--- src/rtl/cmp_pkg.sv ---
package cmp_pkg;

  typedef enum logic [1:0] {
    EDGE_FALL  = 2'b00,
    EDGE_RISE  = 2'b01,
    EDGE_BOTH  = 2'b10,
    EDGE_BOTHX = 2'b11
  } edge_sel_e;

  localparam int unsigned CH_CTRL_BITS = 5;

  function automatic logic edge_match(input logic [1:0] sel, input logic prev, input logic cur);
    logic rise;
    logic fall;
    rise = ~prev & cur;
    fall = prev & ~cur;
    case (edge_sel_e'(sel))
      EDGE_FALL: edge_match = fall;
      EDGE_RISE: edge_match = rise;
      default:   edge_match = rise | fall;
    endcase
  endfunction

endpackage

--- src/rtl/cmp_sync.sv ---
module cmp_sync #(
  parameter int unsigned W      = 3,
  parameter int unsigned STAGES = 2
) (
  input  logic         clk,
  input  logic         rst_n,
  input  logic [W-1:0] d,
  output logic [W-1:0] q
);

  logic [W-1:0] stg_q [STAGES];
  logic [W-1:0] stg_d [STAGES];

  always_comb begin
    stg_d[0] = d;
    for (int i = 1; i < STAGES; i++) stg_d[i] = stg_q[i-1];
  end

  always_ff @(posedge clk or negedge rst_n) begin
    if (!rst_n) begin
      for (int i = 0; i < STAGES; i++) stg_q[i] <= '0;
    end else begin
      for (int i = 0; i < STAGES; i++) stg_q[i] <= stg_d[i];
    end
  end

  assign q = stg_q[STAGES-1];

endmodule

--- src/rtl/cmp_channel.sv ---
module cmp_channel
  import cmp_pkg::*;
#(
  parameter int unsigned REF_W  = 3,
  localparam int unsigned DATA_W = REF_W + CH_CTRL_BITS
) (
  input  logic              clk,
  input  logic              rst_n,
  input  logic              wr_en,
  input  logic [DATA_W-1:0] wdata,
  input  logic [1:0]        edge_sel,
  input  logic              cmp_s,
  output logic [DATA_W-1:0] rdata,
  output logic [REF_W-1:0]  ref_o,
  output logic              en_o,
  output logic              pend_o,
  output logic              hit_o,
  output logic              irq_o
);

  logic [REF_W-1:0] ref_q, ref_d;
  logic             en_q, en_d;
  logic             ie_q, ie_d;
  logic             pol_q, pol_d;
  logic             pend_q, pend_d;
  logic             prev_q, prev_d;
  logic             adj;
  logic             hit;
  logic             sw_clr;

  always_comb begin
    adj    = cmp_s ^ pol_q;
    hit    = en_q & edge_match(edge_sel, prev_q, adj);
    sw_clr = wr_en & ~wdata[0];
    ref_d  = ref_q;
    en_d   = en_q;
    ie_d   = ie_q;
    pol_d  = pol_q;
    if (wr_en) begin
      ref_d = wdata[DATA_W-1:CH_CTRL_BITS];
      en_d  = wdata[4];
      ie_d  = wdata[3];
      pol_d = wdata[2];
    end
    pend_d = hit | (pend_q & ~sw_clr);
    prev_d = adj;
  end

  always_ff @(posedge clk or negedge rst_n) begin
    if (!rst_n) begin
      ref_q  <= '0;
      en_q   <= 1'b0;
      ie_q   <= 1'b0;
      pol_q  <= 1'b0;
      pend_q <= 1'b0;
      prev_q <= 1'b0;
    end else begin
      ref_q  <= ref_d;
      en_q   <= en_d;
      ie_q   <= ie_d;
      pol_q  <= pol_d;
      pend_q <= pend_d;
      prev_q <= prev_d;
    end
  end

  assign rdata  = {ref_q, en_q, ie_q, pol_q, cmp_s & en_q, pend_q};
  assign ref_o  = ref_q;
  assign en_o   = en_q;
  assign pend_o = pend_q;
  assign hit_o  = hit;
  assign irq_o  = pend_q & ie_q;

endmodule

--- src/rtl/cmp_irq_ctrl.sv ---
module cmp_irq_ctrl
  import cmp_pkg::*;
#(
  parameter int unsigned NCH         = 3,
  parameter int unsigned REF_W       = 3,
  parameter int unsigned SYNC_STAGES = 2,
  localparam int unsigned ADDR_W     = $clog2(NCH + 1),
  localparam int unsigned DATA_W     = REF_W + CH_CTRL_BITS,
  localparam int unsigned ESEL_W     = 2 * NCH
) (
  input  logic                   clk,
  input  logic                   rst_n,
  input  logic                   bus_we,
  input  logic [ADDR_W-1:0]      bus_addr,
  input  logic [DATA_W-1:0]      bus_wdata,
  output logic [DATA_W-1:0]      bus_rdata,
  input  logic [NCH-1:0]         cmp_raw,
  output logic [NCH*REF_W-1:0]   ref_code,
  output logic [NCH-1:0]         cmp_en,
  output logic [NCH-1:0]         irq
);

  logic [1:0]        rst_pipe_q;
  logic              rst_sync_n;
  logic [NCH-1:0]    cmp_s;
  logic [ESEL_W-1:0] esel_q, esel_d;
  logic              esel_wr;
  logic [DATA_W-1:0] ch_rdata [NCH];
  logic [NCH-1:0]    pend_vec;
  logic [NCH-1:0]    hit_vec;

  always_ff @(posedge clk or negedge rst_n) begin
    if (!rst_n) rst_pipe_q <= 2'b00;
    else        rst_pipe_q <= {rst_pipe_q[0], 1'b1};
  end
  assign rst_sync_n = rst_pipe_q[1];

  cmp_sync #(.W(NCH), .STAGES(SYNC_STAGES)) u_sync (
    .clk   (clk),
    .rst_n (rst_sync_n),
    .d     (cmp_raw),
    .q     (cmp_s)
  );

  always_comb begin
    esel_wr = bus_we && (bus_addr == ADDR_W'(NCH));
    esel_d  = esel_wr ? bus_wdata[ESEL_W-1:0] : esel_q;
  end

  always_ff @(posedge clk or negedge rst_sync_n) begin
    if (!rst_sync_n) esel_q <= '0;
    else             esel_q <= esel_d;
  end

  for (genvar k = 0; k < NCH; k++) begin : g_ch
    cmp_channel #(.REF_W(REF_W)) u_ch (
      .clk      (clk),
      .rst_n    (rst_sync_n),
      .wr_en    (bus_we && (bus_addr == ADDR_W'(k))),
      .wdata    (bus_wdata),
      .edge_sel (esel_q[2*k +: 2]),
      .cmp_s    (cmp_s[k]),
      .rdata    (ch_rdata[k]),
      .ref_o    (ref_code[k*REF_W +: REF_W]),
      .en_o     (cmp_en[k]),
      .pend_o   (pend_vec[k]),
      .hit_o    (hit_vec[k]),
      .irq_o    (irq[k])
    );
  end

  always_comb begin
    bus_rdata = '0;
    if (bus_addr == ADDR_W'(NCH)) begin
      bus_rdata[ESEL_W-1:0] = esel_q;
    end else begin
      for (int i = 0; i < NCH; i++) begin
        if (bus_addr == ADDR_W'(i)) bus_rdata = ch_rdata[i];
      end
    end
  end

endmodule


--- config.mk ---
export PLATFORM = sky130hd
export DESIGN_NAME = cmp_irq_ctrl
export DESIGN_NICKNAME = d
export VERILOG_FILES = /design/src/rtl/cmp_pkg.sv /design/src/rtl/cmp_sync.sv /design/src/rtl/cmp_channel.sv /design/src/rtl/cmp_irq_ctrl.sv
export SDC_FILE = /design/constraint.sdc
export NUM_CORES = 1
export LEC_CHECK = 0
export BUFFER_PORTS_ARGS = -buffer_cell sky130_fd_sc_hd__buf_2
export CAP_MARGIN = 20
export CORE_UTILIZATION = 48
export CTS_CLUSTER_SIZE = 25
export DETAILED_ROUTE_END_ITERATION = 7
export PLACE_DENSITY = 0.81
export SLEW_MARGIN = 20
export SYNTH_ARGS = -nofsm -noshare
export SYNTH_HDL_FRONTEND = slang
export SYNTH_SLANG_ARGS = --single-unit
--- constraint.sdc ---
create_clock -name clk -period 1 [get_ports clk]
set_input_delay 0 -clock clk [delete_from_list [all_inputs] [get_ports clk]]
set_output_delay 0 -clock clk [all_outputs]
set_load 0.005 [all_outputs]
# [After elaboration in Yosys (flattened, before gate mapping)]
# Cells that the tools add are included.
[totals] word_cells=84 regBits=38 inputBits=16
[classes] bitwise=40 muxes=8 eq_ne=6 n_reduce_logical=8
[ops] op="two-way mux 8 bit" count=3
[ops] op="bitwise AND 1 bit" count=21
[ops] op="NOT 1 bit" count=10
[ops] op="== test 2 x 1 -> 1 bit, second input constant" count=4
[ops] op="zero test 2 bit" count=4
[ops] op="two-way mux 6 bit" count=1
[ops] op="OR 1 bit" count=6
[ops] op="one-hot mux 1 bit (2 select lines)" count=3
[ops] op="== test 2 bit, second input constant" count=2
[ops] op="logical AND 1 bit" count=4
[ops] op="bitwise XOR 1 bit" count=3
[ops] op="two-way mux 2 bit" count=1

# [Depth between registers and ports, before layout]
# Gate-level depths: netlist of run 1.
[depth] depth_word=7 ltp_mapped=6

# [Modules after synthesis]
# Synthesis of run 1 repeated with hierarchy kept, for this count alone.
[hier_totals] cells_unflattened=147 area_unflattened_um2=1970.6
[modules_own_cells] module="cmp_channel" area_each_um2=439.2 n_inst=3 cells_each=36 seq_area_each_um2=200.2
[modules_own_cells] module="cmp_irq_ctrl" area_each_um2=503.0 n_inst=1 cells_each=33 seq_area_each_um2=200.2
[modules_own_cells] module="cmp_sync" area_each_um2=150.1 n_inst=1 cells_each=6 seq_area_each_um2=150.1

# [Least setup slack after synthesis of run 1]
# Ideal clock, no wire load.
[synth_timing] path_kind="register to register" startpoint="reg g_ch[0].u_ch.pol_q" endpoint="reg g_ch[0].u_ch.pend_q" path_buffers=0 setup_ns=0.122 period_less_slack_ns=1.414 slack_ns=-0.414 path_stages_with_launch=6 arrival_ns=1.292 path_cell_list="dfrtp_1 > xnor2_1 > inv_1 > ha_1 > a211o_1 > a32o_1"
[synth_via] elab_chain_cells=7
[synth_rtl] element="start: declaration" line_no="cmp_channel.sv:24" text="logic pol_q, pol_d;"
[synth_rtl] element="start signal: assignment" line_no="cmp_channel.sv:61" text="pol_q <= pol_d;"
[synth_rtl] element="bitwise XOR 1 bit *" line_no="cmp_channel.sv:32" text="adj = cmp_s ^ pol_q;"
[synth_rtl] element="net g_ch[0].u_ch.adj" line_no="cmp_channel.sv:27" text="logic adj;"
[synth_rtl] element="NOT 1 bit" line_no="cmp_pkg.sv:16" text="fall = prev & ~cur;"
[synth_rtl] element="bitwise AND 1 bit" line_no="cmp_pkg.sv:16"
[synth_rtl] element="OR 1 bit" line_no="cmp_pkg.sv:20" text="default: edge_match = rise | fall;"
[synth_rtl] element="one-hot mux 1 bit (2 select lines) *" line_no="cmp_pkg.sv:17" text="case (edge_sel_e'(sel))"
[synth_rtl] element="bitwise AND 1 bit *" line_no="cmp_channel.sv:33" text="hit = en_q & edge_match(edge_sel, prev_q, adj);"
[synth_rtl] element="OR 1 bit *" line_no="cmp_channel.sv:45" text="pend_d = hit | (pend_q & ~sw_clr);"
[synth_rtl] element="net g_ch[0].u_ch.pend_d" line_no="cmp_channel.sv:25" text="logic pend_q, pend_d;"
[synth_rtl] element="end signal: assignment" line_no="cmp_channel.sv:62" text="pend_q <= pend_d;"
[synth_rtl] element="end: declaration" line_no="cmp_channel.sv:25"
# The timed path passes the listed nets; every way through them passes the cells marked *.
# A chain may end at the register's enable or synchronous reset.

# [Worst setup path in the final report of run 1]
[layout_timing] startpoint="reg g_ch[2].u_ch.pol_q" endpoint="reg g_ch[2].u_ch.pend_q"
[layout_via] elab_chain_cells=7
[layout_rtl] element="start: declaration" line_no="cmp_channel.sv:24"
[layout_rtl] element="start signal: assignment" line_no="cmp_channel.sv:61"
[layout_rtl] element="bitwise XOR 1 bit *" line_no="cmp_channel.sv:32"
[layout_rtl] element="net g_ch[2].u_ch.adj" line_no="cmp_channel.sv:27"
[layout_rtl] element="NOT 1 bit" line_no="cmp_pkg.sv:16"
[layout_rtl] element="bitwise AND 1 bit" line_no="cmp_pkg.sv:16"
[layout_rtl] element="OR 1 bit" line_no="cmp_pkg.sv:20"
[layout_rtl] element="one-hot mux 1 bit (2 select lines) *" line_no="cmp_pkg.sv:17"
[layout_rtl] element="bitwise AND 1 bit *" line_no="cmp_channel.sv:33"
[layout_rtl] element="OR 1 bit *" line_no="cmp_channel.sv:45"
[layout_rtl] element="net g_ch[2].u_ch.pend_d" line_no="cmp_channel.sv:25"
[layout_rtl] element="end signal: assignment" line_no="cmp_channel.sv:62"
[layout_rtl] element="end: declaration" line_no="cmp_channel.sv:25"
# Marked as above.

==> metrics.txt, run 1 <==
yosys warns=0; remaining antenna violation count=0; Hold Crit Class=reg -> async; main combinational cell family by area after synthesis=multiplexers; NumNets Final=239; H-tree depth=2; #FFs+latches synth=38; Initial DRC Count=67; Max-Cap Viols=0; P_leak=1.285 nW; vias in the first global route=1,420; endpoint type of the worst setup path=register; Crit Path Max Fanout=2; WL/cell=16.69 um; fillcell total=214; CTS root buf=clkbuf_8; Post-Syn Instances=126; TritonCTS Buffers=5; Setup violations, final=18; Synth Area in XOR/XNOR=around 1.5%; Pwr Density=approximately 1900 nW/um2; period utilization=149.8%; Final WS setup=-0.4977 ns; RSZ-0062 raised after global routing=yes; CP arrival=1.68 ns; top-area cell type share of the netlist area=53.04%; slowest CP cell=dfrtp_1; minimum clock period=1.498 ns; leading area contributor after synthesis=dfrtp_1; Max Slew Vio Count=0; synth unique cells=29; Initial Util=51.70%; Port Buf Inserts=38; CORE AREA=about 3500 um2; placed insts=219; clock slew at reported path FFs=0.08 ns; CP cell instances=xnor2_2 > inv_2 > ha_2 > mux2_4 > o211ai_1 > nand2_1; R2R setup slack=-0.50 ns; CTS tree=built; top post-synthesis cells by count=38 x dfrtp_1, 26 x mux2_2, 8 x nand2_1; Final Skew=between 0.008 and 0.009 ns; cell row count=21; Mapped Nets=roughly 150; max incr delay on CP=just over 0.4 ns; Max VDD drop=1.414 mV; die width=between 60 and 70 um; Synth Area in Adders=4.187%; GRT Overall Usage=22.89%; final hold violations=0; Die Ht=~63 um; FF-to-FF Start=g_ch[2].u_ch.pol_q; Clock Sink Count=38; Post-synth ARST share=100.0%; simple logic cell fraction of the synthesized area=7.327%; post-synthesis compound-gate area fraction=3.838%; sequential cell area fraction in the yosys report=53.04%; top_reg_cell synth=dfrtp_1; Final Core Density=77.09%; Power Total=5.093 mW; DRC viols=0; die area=3984 um2; CP Class=reg -> reg; io pins=39; Area Overhead vs Synth=49.13%; RD Place Congestion=a little over 0.8; Worst R2R Path Depth=6; first-pass GRT wire length=6.748 mm; proportion of synthesized area in mux cells=between 20% and 30%; failing checks=negative setup slack; 1st-pass router iterations=4; worst reg2reg endpoint=g_ch[2].u_ch.pend_o; Via density=5.167; initial antenna violation count=0; count leader, synth=dfrtp_1; global route overflow=0; syn avg cell area=between 10 and 15 um2; HPWL after detailed placement=2.687 mm; post-route insts no fill=264; layout cells sized above 1=61.93%; setup TNS=-3.984 ns; via count=1,364; clk_lat worst skew=0.29 ns; Clock Path Buffers=2; Crit path required time=1.18 ns; Cell Area, Synth=roughly 1800 um2; crit path launch type=register; Max Clock Freq=0.6677 GHz; antenna cell count=0; status=finished, violations left; largest net degree at the start of global routing=22; Routed WL=4.407 mm; top cells by area, synth=dfrtp_1 53%, mux2_2 16%, ha_1 4.2%; EDFF count, synth=0
[power breakdown]
group          internal [mW]  switching (mW)  leakage (nW)
sequential              1.81           0.197         0.441
clock                  0.744           0.540        0.0514
combinational           1.16           0.644         0.792
total                   3.71            1.38          1.28
[layer usage]
metal | track usage (%) | part of all wire [%]
met3 | 5.254 | 4.0
met5 | 0 | 0
met1 | 27.08 | 40
met2 | 39.11 | 54
met4 | 10.76 | 2.0
[worst max-delay path: cells and delay by family, from the launching register on]
family | cells | cell delay, ns
compound gates | 1 | 0.19
buf+inv | 1 | 0.08
flops | 1 | 0.41
xor+xnor | 1 | 0.22
simple gates | 1 | 0.07
fa+ha+maj | 1 | 0.17
mux | 1 | 0.25
[layout make-up]
cell class	instances	area, um2	area share (%)
Tap cell	46	57.56	2.153
Multi-Input combinational cell	73	802.0	30.00
Clock buffer	6	72.57	2.714
Timing Repair Buffer	93	729.5	27.28
Inverter	6	22.52	0.8423
Clock inverter	2	37.54	1.404
Sequential cell	38	952.2	35.61
[registers in the layout, summed over array words and instances (netlist names)]
name,count
g_ch.u_ch.ref_o,9
esel_q,6
g_ch.u_ch.en_o,3
g_ch.u_ch.ie_q,3
g_ch.u_ch.pend_o,3
g_ch.u_ch.pol_q,3
g_ch.u_ch.prev_q,3
u_sync.q,3
u_sync.stg_d,3
rst_pipe_q,2
[cells by family (layout without fill, tap and decap cells)]
family | count (synthesis) | in the layout
DFF | 38 | 38
and+or+nand+nor | 20 | 20
other | 1 | 1
adders and majority gates | 6 | 6
muxes | 33 | 33
xor gates and xnor gates | 3 | 3
AOI/OAI and AO/OA | 10 | 10
buffers and inverters | 15 | 107
[what timing repair did]
action	4_1_cts	5_1_grt
hold endpoints to repair	29	0
setup buffers	18	9
hold buffers	13	0
endpoints found under the setup margin	12	16
pin swaps	9	2
gates resized for setup	13	24
[how the worst max path moves through the flow]
stage / to / from / slack, ns / cells past startpoint
after global routing: g_ch[2].u_ch.pend_o / g_ch[2].u_ch.pol_q / -0.59 / 6
after CTS: g_ch[0].u_ch.pend_o / g_ch[0].u_ch.pol_q / -0.47 / 5
after global placement: g_ch[2].u_ch.pend_o / u_sync.q[2] / -0.45 / 6
final: g_ch[2].u_ch.pend_o / g_ch[2].u_ch.pol_q / -0.50 / 6
after floorplan: g_ch[0].u_ch.pend_o / u_sync.q[0] / -0.37 / 5
after detailed placement: g_ch[2].u_ch.pend_o / u_sync.q[2] / -0.47 / 6
[through the flow]
| step | setup WS (ns) | hold WS, ns | area (um2) |
|---|---|---|---|
| detailed placement | -0.4690 | -0.2140 | 2121 |
| floorplan | -0.3733 | -0.2956 | 1819 |
| global placement | -0.4456 | -0.2158 | 2121 |
| finish | -0.4977 | 0.2191 | 2674 |
| global route | -0.5863 | 0.2476 | 2674 |
| CTS | -0.4711 | 0.2315 | 2521 |
[cell usage in the layout (no fill, tap or decap), types with 2 or more instances in the layout]
cell,instances
o211ai_1,2
ha_1,2
inv_2,2
nand3b_2,2
nand2_1,8
and2_4,3
buf_2,32
mux2_4,4
xnor2_2,3
o21ai_1,2
ha_2,3
buf_6,21
o21ai_0,2
mux2_2,22
clkbuf_8,5
mux4_2,5
mux2i_1,2
dfrtp_1,37
buf_4,27
inv_1,4
dlygate4sd3_1,13
Power figures use the tool's default switching activity.
==> run 2: changes to the inputs <==
--- a/config.mk
+++ b/config.mk
@@ -11,6 +11,7 @@
 export CTS_CLUSTER_SIZE = 25
 export DETAILED_ROUTE_END_ITERATION = 7
 export PLACE_DENSITY = 0.81
+export REMOVE_ABC_BUFFERS = 1
 export SLEW_MARGIN = 20
 export SYNTH_ARGS = -nofsm -noshare
 export SYNTH_HDL_FRONTEND = slang
==> metrics.txt, run 2 (synthesis results as in run 1) <==
Final Core Density=about 75%; Hold Crit Class=in -> async; Final WS setup=-0.5178 ns; HPWL after detailed placement=2.683 mm; clock slew at reported path FFs=0.07 ns; Via density=about 5.0; setup TNS=-3.932 ns; endpoint type of the worst setup path=register; CTS tree=built; slowest CP cell=dfrtp_1; die area=3984 um2; CORE AREA=~3500 um2; Power Total=4.759 mW; met3 Track Usage GR=around 4%; max reg flops=9; Clock Sink Count=38; GR Layer Usage met2=38.58%; Routed WL=4.174 mm; Setup violations, final=15; Clock Path Buffers=2; CTS root buf=clkbuf_8; Max-Cap Viols=0; TritonCTS Buffers=5; remaining antenna violation count=0; layout cells sized above 1=about 62%; clk_lat worst skew=0.29 ns; CP arrival=1.69 ns; P_leak=between 1 and 1.5 nW; Final Skew=0.006190 ns; WL/cell=roughly 16 um; RSZ-0062 raised after global routing=yes; Bufs and invs on worst path=1; H-tree depth=2; Initial DRC Count=26; GRT Overall Usage=23.33%; status=finished, violations left; period utilization=151.8%; crit path launch type=register; CP Class=reg -> reg; Max Clock Freq=0.6588 GHz; Area Overhead vs Synth=45.08%; Max Slew Vio Count=0; largest net degree at the start of global routing=25; Top Usage Layer GRT=met2; commonest non-fill, non-tap cell in the layout=dfrtp_1; 1st-pass router iterations=4; CP cell instances=xnor2_2 > inv_2 > ha_2 > mux2_2 > o211ai_1 > nand2_1; global route overflow=0; max incr delay on CP=0.42 ns; antenna cell count=0; Max VDD drop=1.150 mV; Crit Path Max Fanout=2; DRC viols=0; minimum clock period=1.518 ns; GRT met1 Usage=between 20% and 30%; first-pass GRT wire length=6.831 mm; cell row count=21; R2R setup slack=-0.52 ns; Initial Util=51.70%; vias in the first global route=1,365; post-route insts no fill=262; final hold violations=0; CP top delay family=flip-flops; commonest cells after routing, fill and taps aside=38 x dfrtp_1, 35 x buf_2, 30 x buf_4; via count=1,304; initial antenna violation count=0; Crit path required time=1.17 ns; Pwr Density=about 1800 nW/um2; placed insts=226; Port Buf Inserts=38; die width=63.12 um; failing checks=negative setup slack; Die Ht=63.12 um; RD Place Congestion=about 0.8; io pins=39; NumNets Final=237
-- run 2: power breakdown --
part | internal [mW] | leakage (nW) | switching (mW)
registers | 1.81 | 0.442 | 0.195
clock network | 0.555 | 0.0482 | 0.503
logic | 1.07 | 0.756 | 0.624
total | 3.44 | 1.25 | 1.32
-- run 2: worst paths after layout --
check	start	endpoint	cells after the start
setup / recovery	g_ch[1].u_ch.pol_q	g_ch[1].u_ch.pend_o	6
hold / removal	rst_n	rst_pipe_q[0]	2
setup reg to reg	g_ch[1].u_ch.pol_q	g_ch[1].u_ch.pend_o	6
hold reg to reg	rst_pipe_q[1]	g_ch[2].u_ch.ie_q	1
max in group asynchronous	rst_pipe_q[1]	esel_q[4]	1
min in group clk	bus_we	esel_q[0]	4
-- run 2: cell type report --
class | count | area [um2]
inverters | 6 | 22.52
multi-input cells | 73 | 800.8
clock buffers | 7 | 86.33
well taps | 46 | 57.56
fillers | 227 | 867.1
flip-flops and latches | 38 | 950.9
repair buffers | 91 | 678.2
clock inverters | 1 | 5.005
-- run 2: per-stage QoR --
| step | hold slack [ns] | instance area (um2) | setup WS [ns] |
|---|---|---|---|
| 2_1_floorplan | -0.2956 | 1712 | -0.4139 |
| 3_3_place_gp | -0.2139 | 2147 | -0.4957 |
| 3_5_place_dp | -0.2125 | 2147 | -0.5306 |
| 4_1_cts | 0.009723 | 2541 | -0.4744 |
| 5_1_grt | 0.03093 | 2601 | -0.5644 |
| 6_report | 0.01791 | 2601 | -0.5178 |
-- run 2: metal layers --
metal / share of wire (%) / wire length [um]
met1: 44 / 1828
met2: 52 / 2166
met3: 2.5 / 105
met4: 1.8 / 74
met5: 0 / 0
-- run 2: what timing repair did --
| item | CTS | global route |
|---|---|---|
| setup buffers | 14 | 3 |
| setup endpoints to repair | 13 | 16 |
| endpoints found under the hold margin | 30 | 0 |
| gates resized for setup | 23 | 13 |
| hold buffers | 12 | 0 |
| pin swaps | 11 | 9 |
==> run 3: changes to the inputs <==
--- a/config.mk
+++ b/config.mk
@@ -12,6 +12,7 @@
 export DETAILED_ROUTE_END_ITERATION = 7
 export PLACE_DENSITY = 0.81
 export REMOVE_ABC_BUFFERS = 1
+export SETUP_SLACK_MARGIN = 0.5
 export SLEW_MARGIN = 20
 export SYNTH_ARGS = -nofsm -noshare
 export SYNTH_HDL_FRONTEND = slang
==> metrics.txt, run 3 (synthesis results as in run 1) <==
status=finished, violations left; failing checks=negative hold slack, negative setup slack; clk_lat worst skew=0.29 ns; final hold violations=13; top sig layer=met4; Crit Path Max Fanout=2; max reg flops=9; TritonCTS Buffers=5; CP cell instances=xnor2_2 > inv_2 > ha_4 > mux2_4 > o211ai_1 > nand2_1; Max Slew Vio Count=0; die area=3984 um2; Via density=5.274; slowest CP cell=dfrtp_1; commonest non-fill, non-tap cell in the layout=buf_6; clock slew at reported path FFs=about 0.07 ns; HPWL after detailed placement=2.683 mm; Clock Path Buffers=2; RD Place Congestion=0.7970; Final WS setup=-0.5559 ns; Max-Cap Viols=0; largest net degree at the start of global routing=25; CP arrival=1.73 ns; Max Clock Freq=around 0.64 GHz; Initial DRC Count=40; Metal-1 WL=between 2 and 2.5 mm; vias in the first global route=1,492; P_leak=1.428 nW; Setup violations, final=22; RSZ-0062 raised after global routing=yes; 1st-pass router iterations=4; Final Core Density=between 80 and 90%; H-tree depth=2; Area Overhead vs Synth=59.94%; NumNets Final=approximately 240; Initial Util=between 50% and 60%; initial antenna violation count=0; Port Buf Inserts=38; period utilization=155.6%; GRT Overall Usage=26.08%; Internal Power=3.847 mW; switching power=~1.5 mW; first-pass GRT wire length=~7.5 mm; Clock Sink Count=38; Max VDD drop=1.305 mV; crit path launch type=register; max incr delay on CP=0.42 ns; die width=63.12 um; CTS root buf=clkbuf_8; Power Total=5.395 mW; fin area=2868 um2; clock share of power=20.2%; Crit path required time=1.17 ns; met2 WL post-DR=2.709 mm; metal3 WL=154 um; Die Ht=63.12 um; CTS tree=built; endpoint type of the worst setup path=register; sequential share of power=37.8%; DRC viols=0; WL/cell=19.58 um; CP Class=reg -> reg; Net Sw Frac=28.70%; CTS Hold Buffers Added=4; via count=roughly 1,400; Hold Crit Class=in -> reg; layout cells sized above 1=around two thirds; minimum clock period=1.556 ns; commonest cells after routing, fill and taps aside=50 x buf_6, 38 x dfrtp_1, 25 x buf_2; Logic pwr share=42.0%; global route overflow=0; Routed WL=5.207 mm; io pins=39; antenna cell count=0; cell area after placement=2147 um2; hold slack=-0.05347 ns; Pwr Density=around 1900 nW/um2; cell row count=21; Final Skew=0.006387 ns; CORE AREA=3468 um2; remaining antenna violation count=0
run 3: cell types whose count changed in the layout (fill, tap and decap cells not counted):
cell,before,now
buf_2,35,25
buf_4,30,16
buf_6,14,50
dlygate4sd3_1,12,4
ha_2,3,2
ha_4,2,3
inv_1,3,4
inv_2,3,2
mux2_2,25,2
mux2_4,1,24
run 3: metrics by stage:
| stage | instances | setup slack, ns | setup TNS [ns] |
|---|---|---|---|
| finish | 266 | -0.5559 | -4.845 |
| global route | 266 | -0.6109 | -5.680 |
| CTS | 255 | -0.4743 | -4.100 |
| detailed placement | 226 | -0.5306 | -3.754 |
| global placement | 226 | -0.4957 | -2.844 |
| floorplan | 117 | -0.4139 | -6.073 |
run 3: metal layers:
layer  global-route usage (%)  vias to the layer above
met2                    43.68                       40
met1                    31.84                      721
met5                        0                        -
li1                         -                      623
met4                    14.24                        0
met3                    4.529                       19
run 3: area by class of cell:
type | count | area (um2)
clock buffer | 7 | 86.33
clock inverter | 1 | 5.005
fill | 176 | 600.6
inverter | 6 | 22.52
multi-input combinational | 73 | 897.1
sequential | 38 | 950.9
tap | 46 | 57.56
timing repair buffer | 95 | 848.3
run 3: what timing repair did:
action	in CTS	in global routing
endpoints found under the setup margin	77	53
hold endpoints to repair	29	12
resized for setup	69	26
pin swaps	12	8
setup buffers	17	11
run 3: critical path: cells and delay by family, from the launching register on:
family	cells	cell delay, ns
DFF	1	0.42
muxes	1	0.25
xor gates and xnor gates	1	0.23
AOI/OAI and AO/OA	1	0.19
adders and majority gates	1	0.16
and+or+nand+nor	1	0.10
buffers and inverters	1	0.09
run 3: final timing paths:
check                      cells past startpoint  slack, ns                     to                from
min in group asynchronous                      2       0.01          rst_pipe_q[1]               rst_n
hold / removal                                 2      -0.05              esel_q[1]        bus_wdata[1]
setup / recovery                               6      -0.56    g_ch[1].u_ch.pend_o  g_ch[1].u_ch.pol_q
max in group asynchronous                      1       0.58  g_ch[0].u_ch.ref_o[2]       rst_pipe_q[1]
setup reg to reg                               6      -0.56    g_ch[1].u_ch.pend_o  g_ch[1].u_ch.pol_q
hold reg to reg                                1       0.22              esel_q[3]       rst_pipe_q[1]
run 3: power by group through the flow:
stage / registers, mW / logic [mW] / clock network [mW]
2_1_floorplan: 2.02 / 0.557 / 0
4_1_cts: 2.01 / 1.82 / 1.09
6_report: 2.04 / 2.27 / 1.09
5_1_grt: 2.06 / 2.39 / 1.18
3_5_place_dp: 2.01 / 1.19 / 0
3_3_place_gp: 1.99 / 1.13 / 0
